===== src/rtl/evt_timer_route.sv =====
module evt_timer_route #(
  parameter int NUM_TMR = 3,
  parameter int CNT_W   = 64,
  parameter int ROUTE_W = 5,
  parameter int ADDR_W  = 4,
  localparam int NUM_APIC = 1 << ROUTE_W,
  localparam int CFG_W    = ROUTE_W + 2
) (
  input  logic                clk,
  input  logic                rst_n,
  input  logic                reg_wr,
  input  logic [ADDR_W-1:0]   reg_addr,
  input  logic [63:0]         reg_wdata,
  output logic [63:0]         reg_rdata,
  input  logic [NUM_TMR-1:0]  tmr_match,
  output logic [CNT_W-1:0]    main_count,
  output logic                pic_irq0,
  output logic                pic_irq8,
  output logic [NUM_APIC-1:0] apic_irq
);
  localparam int TMR_BASE = 4;

  logic               gen_en, leg_en;
  logic [CNT_W-1:0]   cnt_q;
  logic [NUM_TMR-1:0] sts_q, edge_q, ten, lvl, line, set_v, clr_v;
  logic [CFG_W-1:0]   tcfg_q [NUM_TMR];

  wire sel_gen = reg_wr && reg_addr == ADDR_W'(0);
  wire sel_sts = reg_wr && reg_addr == ADDR_W'(1);
  wire sel_cnt = reg_wr && reg_addr == ADDR_W'(2);
  wire legacy  = gen_en && leg_en;

  assign clr_v = sel_sts ? reg_wdata[NUM_TMR-1:0] : '0;
  assign set_v = tmr_match & ten & {NUM_TMR{gen_en}};
  assign main_count = cnt_q;

  for (genvar n = 0; n < NUM_TMR; n++) begin : g_tmr
    assign ten[n]  = tcfg_q[n][0];
    assign lvl[n]  = tcfg_q[n][1];
    assign line[n] = gen_en && ten[n] && (lvl[n] ? sts_q[n] : edge_q[n]);

    always_ff @(posedge clk or negedge rst_n)
      if (!rst_n) tcfg_q[n] <= '0;
      else if (reg_wr && reg_addr == ADDR_W'(TMR_BASE + n)) tcfg_q[n] <= reg_wdata[CFG_W-1:0];
  end

  always_ff @(posedge clk or negedge rst_n)
    if (!rst_n) begin
      gen_en <= 1'b0;
      leg_en <= 1'b0;
      cnt_q  <= '0;
      sts_q  <= '0;
      edge_q <= '0;
    end else begin
      if (sel_gen) {leg_en, gen_en} <= reg_wdata[1:0];
      if (gen_en) cnt_q <= cnt_q + 1'b1;
      else if (sel_cnt) cnt_q <= reg_wdata[CNT_W-1:0];
      sts_q  <= (sts_q & ~clr_v) | set_v;
      edge_q <= set_v;
    end

  assign pic_irq0 = legacy && line[0];
  assign pic_irq8 = legacy && line[1];

  always_comb begin
    apic_irq = '0;
    for (int n = 0; n < NUM_TMR; n++)
      if (!(legacy && n < 2) && line[n]) apic_irq[tcfg_q[n][CFG_W-1:2]] = 1'b1;
    if (legacy && line[0]) apic_irq[2] = 1'b1;
    if (legacy && line[1]) apic_irq[8] = 1'b1;
  end

  always_comb begin
    reg_rdata = '0;
    case (reg_addr)
      ADDR_W'(0): reg_rdata[1:0] = {leg_en, gen_en};
      ADDR_W'(1): reg_rdata[NUM_TMR-1:0] = sts_q;
      ADDR_W'(2): reg_rdata[CNT_W-1:0] = cnt_q;
      default:
        for (int n = 0; n < NUM_TMR; n++)
          if (reg_addr == ADDR_W'(TMR_BASE + n)) reg_rdata[CFG_W-1:0] = tcfg_q[n];
    endcase
  end
endmodule



===== config.mk =====
export PLATFORM = sky130hd
export DESIGN_NAME = evt_timer_route
export DESIGN_NICKNAME = d
export VERILOG_FILES = /design/src/rtl/evt_timer_route.sv
export SDC_FILE = /design/constraint.sdc
export NUM_CORES = 1
export LEC_CHECK = 0
export ABC_CLOCK_PERIOD_IN_PS = 5900
export BUFFER_PORTS_ARGS = -buffer_cell sky130_fd_sc_hd__buf_2
export CAP_MARGIN = 25
export CORE_ASPECT_RATIO = 1.4
export CORE_MARGIN = 4
export CORE_UTILIZATION = 50
export DETAILED_ROUTE_END_ITERATION = 16
export MAX_ROUTING_LAYER = met4
export PLACE_DENSITY = 0.91
export SLEW_MARGIN = 20
export SYNTH_ARGS = -nofsm -noshare
export SYNTH_HDL_FRONTEND = slang
export SYNTH_SLANG_ARGS = --single-unit
export TNS_END_PERCENT = 5

===== constraint.sdc =====
create_clock -name clk -period 5.9 [get_ports clk]
set_clock_uncertainty 0.05 [all_clocks]
set_input_delay 1.18 -clock clk [delete_from_list [all_inputs] [get_ports clk]]
set_output_delay 1.18 -clock clk [all_outputs]
set_load 0.02 [all_outputs]

## Word-level counts from Yosys, hierarchy flattened

Index checks and enable logic that the tools add are counted.

| word-level totals | value |
|---|---|
| register bits after elaboration | 93 |
| input bits | 74 |
| logic and storage cells | 75 |

| cells by class | value |
|---|---|
| add/subtract/negate cells | 1 |
| magnitude comparators | 6 |
| equality and inequality tests | 5 |
| multiplexer cells | 24 |
| bitwise logic cells | 7 |
| reductions and logical operators | 24 |

Operators with widths:

| operator | count |
|---|---|
| 64-bit 2-to-1 mux | 2 |
| 32-bit 2-to-1 mux | 3 |
| 64-bit by 1-bit adder with 64-bit output, second input constant | 1 |
| 32-bit bitwise OR | 2 |
| 57-bit 2-to-1 mux | 1 |
| 7-bit 2-to-1 mux | 3 |
| 1-bit logical AND | 20 |
| 5-bit by 6-bit less-than comparator with 1-bit output, second input constant | 3 |
| 1-bit demux with 5-bit select | 3 |
| 5-bit by 1-bit >= comparator with 1-bit output, second input constant | 3 |
| 4-bit by 3-bit == test with 1-bit output, second input constant | 3 |
| 3-bit AND | 3 |
| 1-bit 2-to-1 mux | 8 |
| 4-bit one-hot mux with 2 select lines | 1 |
| 2-bit one-hot mux with 3 select lines | 1 |
| 4-bit by 1-bit == test with 1-bit output, second input constant | 1 |
| 4-bit by 2-bit == test with 1-bit output, second input constant | 1 |
| 4-bit logical NOT | 1 |
| 3-bit 2-to-1 mux | 1 |
| 3-bit inverter | 1 |
| 3-bit bitwise OR | 1 |
| 1-bit one-hot mux with 3 select lines | 1 |
| 2-bit nonzero test | 1 |
| 2-bit OR reduction | 1 |
| 1-bit logical NOT | 1 |

## Longest topological paths before layout

Gate-level depths: netlist of run 1.

| logic depth | value |
|---|---|
| word-level depth | 10 |
| mapped depth | 8 |

## Worst setup path after synthesis of run 1

OpenSTA, ideal clock, no wires.

| timing | value |
|---|---|
| kind | input-to-output |
| start point | in reg_addr[1] |
| end point | out reg_rdata[1] |
| arrival | 2.363 ns |
| required time | 4.670 ns |
| setup slack | 2.307 ns |
| cell stages on the path | 6 |
| cell sequence | clkbuf_1 -> clkbuf_1 -> nand2_1 -> o21ai_0 -> o22ai_1 -> a21oi_1 |

| on the way | value |
|---|---|
| longest elaborated chain between the ends | 5 |
| elaborated cells between the ends (all ways) | 10 |

RTL lines:

| element | RTL line | text |
|---|---|---|
| start, declared | 12 | `input logic [ADDR_W-1:0] reg_addr,` |
| 4-bit by 3-bit == test with 1-bit output | 81 | `if (reg_addr == ADDR_W'(TMR_BASE + n)) reg_rdata[CFG_W-1:0] = tcfg_q[n];` |
| 7-bit 2-to-1 mux (3 in series) | 81 |  |
| 2-bit one-hot mux with 3 select lines * | 75 | `case (reg_addr)` |
| end, declared | 14 | `output logic [63:0] reg_rdata,` |

Mark *: on every way between the ends. The rest lies on a longest branch, timed or not.

## Worst setup path after layout of run 1

| timing | value |
|---|---|
| start point | reg gen_en |
| end point | out apic_irq[1] |

| on the way | value |
|---|---|
| longest elaborated chain between the ends | 8 |
| elaborated cells between the ends (all ways) | 15 |

RTL lines:

| element | RTL line | text |
|---|---|---|
| start, declared | 23 | `logic gen_en, leg_en;` |
| start signal, assigned | 55 | `if (sel_gen) {leg_en, gen_en} <= reg_wdata[1:0];` |
| 1-bit logical AND, on equally long branches | 31, 40 |  |
| 1-bit logical NOT or 1-bit logical AND (tied branches) | 68, 40 |  |
| 1-bit logical AND | 68 | `if (!(legacy && n < 2) && line[n]) apic_irq[tcfg_q[n][CFG_W-1:2]] = 1'b1;` |
| 32-bit 2-to-1 mux | 68 |  |
| 32-bit bitwise OR (no source line) | n/a |  |
| 32-bit 2-to-1 mux | 68 |  |
| 32-bit bitwise OR (no source line) | n/a |  |
| 32-bit 2-to-1 mux * | 68 |  |
| end, declared | 19 | `output logic [NUM_APIC-1:0] apic_irq` |

Marked as above.

==> impl_metrics.toml, run 1 <==
[synth]
yosys.area.top_type = "dfrtp_1"
synth.top_cell.area_share_pct = 33.8
syn_area_sq_um = 6880
ys_seq_area_share_pct = 33.8
syn_inst = 846
netlist_top_cells_area = "dfrtp_1 (34%), and2_1 (5.5%), nand2_1 (5.3%)"
synth_seq_cells = 93
postSynth.asyncResetShare_pct = 100
synth_fp_nets = 921
avgSynthCellArea_sq_um = 8.14
synth_edf_count = 0
synthDistinctLibCells = 72
synth_flop_cell = "dfrtp_1"
yosysWarningCount = 0

[floorplanning]
core_area_sq_um = 13500
die_h_microns = 147
placementRows = 50
start_util_pct = 51.2
dieWidth_microns = 107
dieArea_sq_um = 15700
ios = 236

[clock_tree]
post_cts_resized = 0
clk_pin_slew_ns = 0.07
cts_setup_buffers = 0
clockBufferDepth = 2
clock_sinks = 93
cts-buffers-inserted = 9
cts-root-buf = "clkbuf_16"
clock_latency_ns = 0.34
cts_tree = "done"
cts-htree-levels = 3
cts_hold_buffers = 0

[grt]
grt.busiest_layer = "met2"
grt_pass1_wl_microns = 39100
grt_max_degree = 101
grt.overflow.total = 0
antenna_found_initial = 3
grt_pass1_vias = 7592
grtUsageMet2_pct = 51.4
track_usage_pct = 31.2
use_met1_pct = 36.8
gr-usage-met3_pct = 5.23

[timing]
clock.fmax_ghz = 0.239
slew_violations = 0
final-setup-viol-count = 0
fin_tns_setup_ns = 0
relSlewSlack_pct = 31.9
rsz0062_at_grt = "no"
fin_crit_sh_pct = 70.9
fin_crit_ns = 4.18
worstMarginPinSlew_ns = 1.02
hold_violations = 0

[routing]
dr.pass1.iters = 5
ant_nets = 0
wire_per_inst_microns = 19.8
drc = 0
drt-vias-per-instance = 6.30
totalWireLength_microns = 24400
vias = 7788
drtIter0Drc = 813

[pwr]
powerDensity_nw_per_um2 = 362
worst_ir_drop_vdd_mv = 0.224
power_leakage_nw = 3.73
finalPower_mw = 3.08

[setup_path]
critical_path.max_fanout = 100
crit_buf_inv = 2
cp_top_family = "buffers and inverters"
start_kind = "register"
crit_chain = "buf_4, nand3_1, nor2_1, nand3b_1, o221ai_1, buf_2"
critPathMaxStageDelay_ns = 0.79
slowest_stage = "buf_4"
crit_path_end_kind = "output port"
critPathRequiredTime_ns = 4.67
arrival_ns = 2.95
worstSetupPathType = "reg -> out"

[layout]
synthToLayoutAreaGrowth_pct = 23.7
mostFrequentLayoutCells = "buf_2 (234), nand2_1 (98), dfrtp_1 (92), nor2_1 (81), and2_1 (60)"
drive_gt1_share_pct = 30.7
num-nets-final = 1122
final_common_cell = "buf_2"

[placement]
place_congestion = 0.992
portBuffers = 235
dp_hpwl_microns = 17500

[run_status]
status = "finished clean"

[run]
drv_cap = 0

[min_path]
hp-class = "reg -> reg"
==> state kept, by name, indices dropped and copies added (netlist names) <==
name and flops:
lvl 3, main_count 64, gen_en 1, leg_en 1, tcfg_q 18, edge_q 3, sts_q 3
==> worst reg2reg max path, stage by stage (launching register included) <==
cell and delay, ns:
dfrtp_1 0.51, nand4_4 0.27, nor4_4 0.70, nand3_2 0.21, nor4_2 0.60, mux2i_1 0.25
a21oi_1 0.09
==> synthesized netlist by cell type (3+ instances only) <==
cell type / count
nand3b_1: 9
a22oi_1: 4
nand4_2: 3
o21ai_0: 31
a211oi_1: 13
o22ai_1: 8
clkbuf_1: 35
a21oi_1: 54
nand2_1: 98
a21o_1: 7
nor2_1: 81
o21a_1: 9
nor4_2: 4
buf_1: 7
buf_2: 10
and3_1: 21
o32ai_1: 4
inv_1: 7
nand3_1: 44
and2_1: 60
a31oi_1: 7
nand4_1: 24
nor2b_1: 7
or2_2: 3
o31ai_1: 3
o221ai_1: 33
dfrtp_1: 93
o21ai_1: 3
o211ai_1: 4
nor3_1: 30
mux2i_1: 11
or3b_2: 4
nor4_1: 10
nand2b_1: 10
or3_1: 11
o41ai_1: 3
mux2_2: 26
o221a_2: 6
==> per-stage QoR <==
stage          setup slack, ns  cell area (sq um)  hold WS (ns)  util [%]  instances
2_1_floorplan             2.31               6880         0.416         -        846
3_3_place_gp              1.74               8150         0.432      60.6       1217
3_5_place_dp              1.60               8150         0.442      60.6       1217
4_1_cts                   1.78               8490         0.455      63.2       1233
5_1_grt                   1.52               8510         0.487      63.3       1237
6_report                  1.72               8510         0.452      63.3       1237
==> routing by layer <==
metal	vias to the layer above	wire length (microns)
li1	3570	-
met1	3663	9040
met2	461	12300
met3	94	2040
met4	0	1020
met5	-	0
==> path summary, 6_finish.rpt <==
path,startpoint,endpoint,slack [ns],cells after the start
min in group asynchronous,rst_n,main_count[39]$_DFFE_PN0P_,0.87,1
hold reg to reg,sts_q[2]$_DFF_PN0_,sts_q[2]$_DFF_PN0_,0.45,1
setup reg to reg,main_count[3]$_DFFE_PN0P_,main_count[47]$_DFFE_PN0P_,3.06,6
max in group asynchronous,rst_n,tcfg_q[3]$_DFFE_PN0P_,3.97,2
setup / recovery,gen_en$_DFFE_PN0P_,apic_irq[1],1.72,6
hold / removal,sts_q[2]$_DFF_PN0_,sts_q[2]$_DFF_PN0_,0.45,1
==> cells by family after synthesis <==
logic type | count (synthesis) | share of synthesized area [%]
and+or+nand+nor | 441 | 35.3
AOI/OAI and AO/OA | 209 | 20.8
DFF | 93 | 33.8
buffers and inverters | 61 | 3.51
muxes | 37 | 5.85
xor gates and xnor gates | 4 | 0.509
adders and majority gates | 1 | 0.182
==> final cells by class <==
class / count / area [sq um]
clock buffer: 11 / 243
inverter: 9 / 33.8
timing repair buffer: 242 / 1230
tap: 182 / 228
sequential: 93 / 2330
antenna: 3 / 7.51
clock inverter: 5 / 106
multi-input combinational: 692 / 4330
fill: 1164 / 4940
==> power breakdown <==
part	internal, mW	switching (mW)	leakage, nW
Clock	0.428	0.251	0.166
Sequential	0.804	0.343	1.02
Combinational	0.454	0.798	2.54
Note: power is estimated with default switching activity, not from simulation.
==> run 2, diff against run 1 <==
ABC_CLOCK_PERIOD_IN_PS = 4050   (was 5900)
clock period = 4.05 ns   (was 5.9 ns; I/O delays follow)
==> run 2 against run 1 <==
Against the previous run:
- power is 43% higher
- register-to-register slack got worse by 1.7 ns
- critical path type is now in -> out
- final cell count up 0.24%
- critical endpoint is now reg_rdata[41]
- first-iteration DRC count is 11% lower
- clock-buffer cell count up 2
- via count up 0.44%
- clock power rose by 31%
- utilization about the same
- worst hold slack worse by 0.099 ns
==> impl_metrics.toml, run 2 (synthesized netlist as in run 1, its figures left out) <==
[placement]
place_area_sq_um = 8200
place_inst = 1222
pre_cts_slack_ns = 0.760
dp_hpwl_microns = 18000
place_congestion = 1.00
portBuffers = 235

[timing]
slew_violations = 0
worstMarginPinSlew_ns = 0.775
final-setup-viol-count = 0
clock.fmax_ghz = 0.304
fin_tns_setup_ns = 0
fin_crit_ns = 3.29
relSlewSlack_pct = 48.3
fin_crit_sh_pct = 81.1
setup_slack_ns = 0.764
hold_violations = 0
rsz0062_at_grt = "no"

[setup_path]
rrSetupSlack_ns = 1.41
critical_path.max_fanout = 37
start_kind = "input port"
crit_path_end_kind = "output port"
arrival_ns = 2.43
worstSetupPathType = "in -> out"
critPathRequiredTime_ns = 3.19

[layout]
num-nets-final = 1126
mostFrequentLayoutCells = "buf_2 (234), nand2_1 (98), dfrtp_1 (92), nor2_1 (81), and2_1 (60)"
final_cells = 1240
final_common_cell = "buf_2"
drive_gt1_share_pct = 31.0
final_cell_area_sq_um = 8510
largest_reg_flops = 64
synthToLayoutAreaGrowth_pct = 23.7

[clock_tree]
cts_setup_buffers = 0
cts-buffers-inserted = 9
cts-root-buf = "clkbuf_16"
cts_tree = "done"
clockBufferDepth = 2
cts_hold_buffers = 0
clock_sinks = 93
post_cts_resized = 0
cts-htree-levels = 3
clock_latency_ns = 0.34
clk_pin_slew_ns = 0.07

[routing]
wire_per_inst_microns = 19.9
drt-vias-per-instance = 6.31
ant_nets = 0
vias = 7822
dr.pass1.iters = 7
totalWireLength_microns = 24700
drc = 0
drtIter0Drc = 726

[run]
drv_cap = 0

[grt]
grt_pass1_vias = 7697
grt_pass1_wl_microns = 39200
grt.overflow.total = 0
grt_max_degree = 73
antenna_found_initial = 2
track_usage_pct = 31.3

[floorplanning]
die_h_microns = 147
placementRows = 50
ios = 236
start_util_pct = 51.2
dieArea_sq_um = 15700
core_area_sq_um = 13500
dieWidth_microns = 107

[pwr]
powerDensity_nw_per_um2 = 517
pwr-share-seq_pct = 38.1
finalPower_mw = 4.40
combPwrFrac_pct = 41.7
p_sw_share_pct = 46.2
p_clk_share_pct = 20.2
p_int_mw = 2.37
p_sw_mw = 2.04
worst_ir_drop_vdd_mv = 0.269
power_leakage_nw = 3.74

[min_path]
hp-class = "in -> async"

[run_status]
status = "finished clean"
-- run 2: cell types whose count changed in the layout (fill, tap and decap cells not counted), sizes merged --
cell	delta
buf	+4
diode	-1
clkbuf	+2
inv	-1
clkinv	+2
clkinvlp	-1
bufinv	-2
-- run 2: power groups by stage --
stage	registers, mW	clock network [mW]	logic (mW)
2_1_floorplan	1.69	0	1.13
3_3_place_gp	1.66	0	1.77
3_5_place_dp	1.68	0	1.81
4_1_cts	1.66	0.896	1.82
5_1_grt	1.72	0.930	1.99
6_report	1.68	0.890	1.83
-- run 2: metal layers --
metal	wire length [microns]	global-route usage (%)	part of all wire, %	vias to the layer above
li1	-	-	-	3574
met3	2280	4.97	9.3	84
met2	12600	52.7	51	500
met5	0	-	0	-
met1	8880	36.3	36	3664
met4	955	14.7	3.9	0
-- run 2: stage by stage --
stage               hold WS, ns  utilization [%]
floorplan                 0.416                -
global placement          0.429             60.9
detailed placement        0.471             60.9
CTS                       0.361             63.3
global route              0.376             63.3
finish                    0.353             63.3
-- run 2: area by class of cell --
class | instances | area, sq um
inverters | 9 | 33.8
fillers | 1138 | 4940
multi-input cells | 692 | 4330
clock buffers | 13 | 270
clock inverters | 3 | 43.8
well taps | 182 | 228
flip-flops and latches | 93 | 2330
diodes | 2 | 5.00
repair buffers | 246 | 1270
-- run 2: final timing paths --
path | cells after the start | startpoint | endpoint
setup / recovery | 6 | reg_addr[1] | reg_rdata[41]
hold / removal | 1 | rst_n | main_count[39]$_DFFE_PN0P_
setup reg to reg | 7 | main_count[0]$_DFFE_PN0P_ | main_count[62]$_DFFE_PN0P_
hold reg to reg | 1 | sts_q[1]$_DFF_PN0_ | sts_q[1]$_DFF_PN0_
max in group asynchronous | 2 | rst_n | main_count[10]$_DFFE_PN0P_
min in group clk | 1 | sts_q[1]$_DFF_PN0_ | sts_q[1]$_DFF_PN0_
-- run 2: critical path: stages --
cell	delay [ns]
buf_2	0.32
nor4b_4	0.26
buf_4	0.35
buf_4	0.33
and2_1	0.17
buf_2	0.16
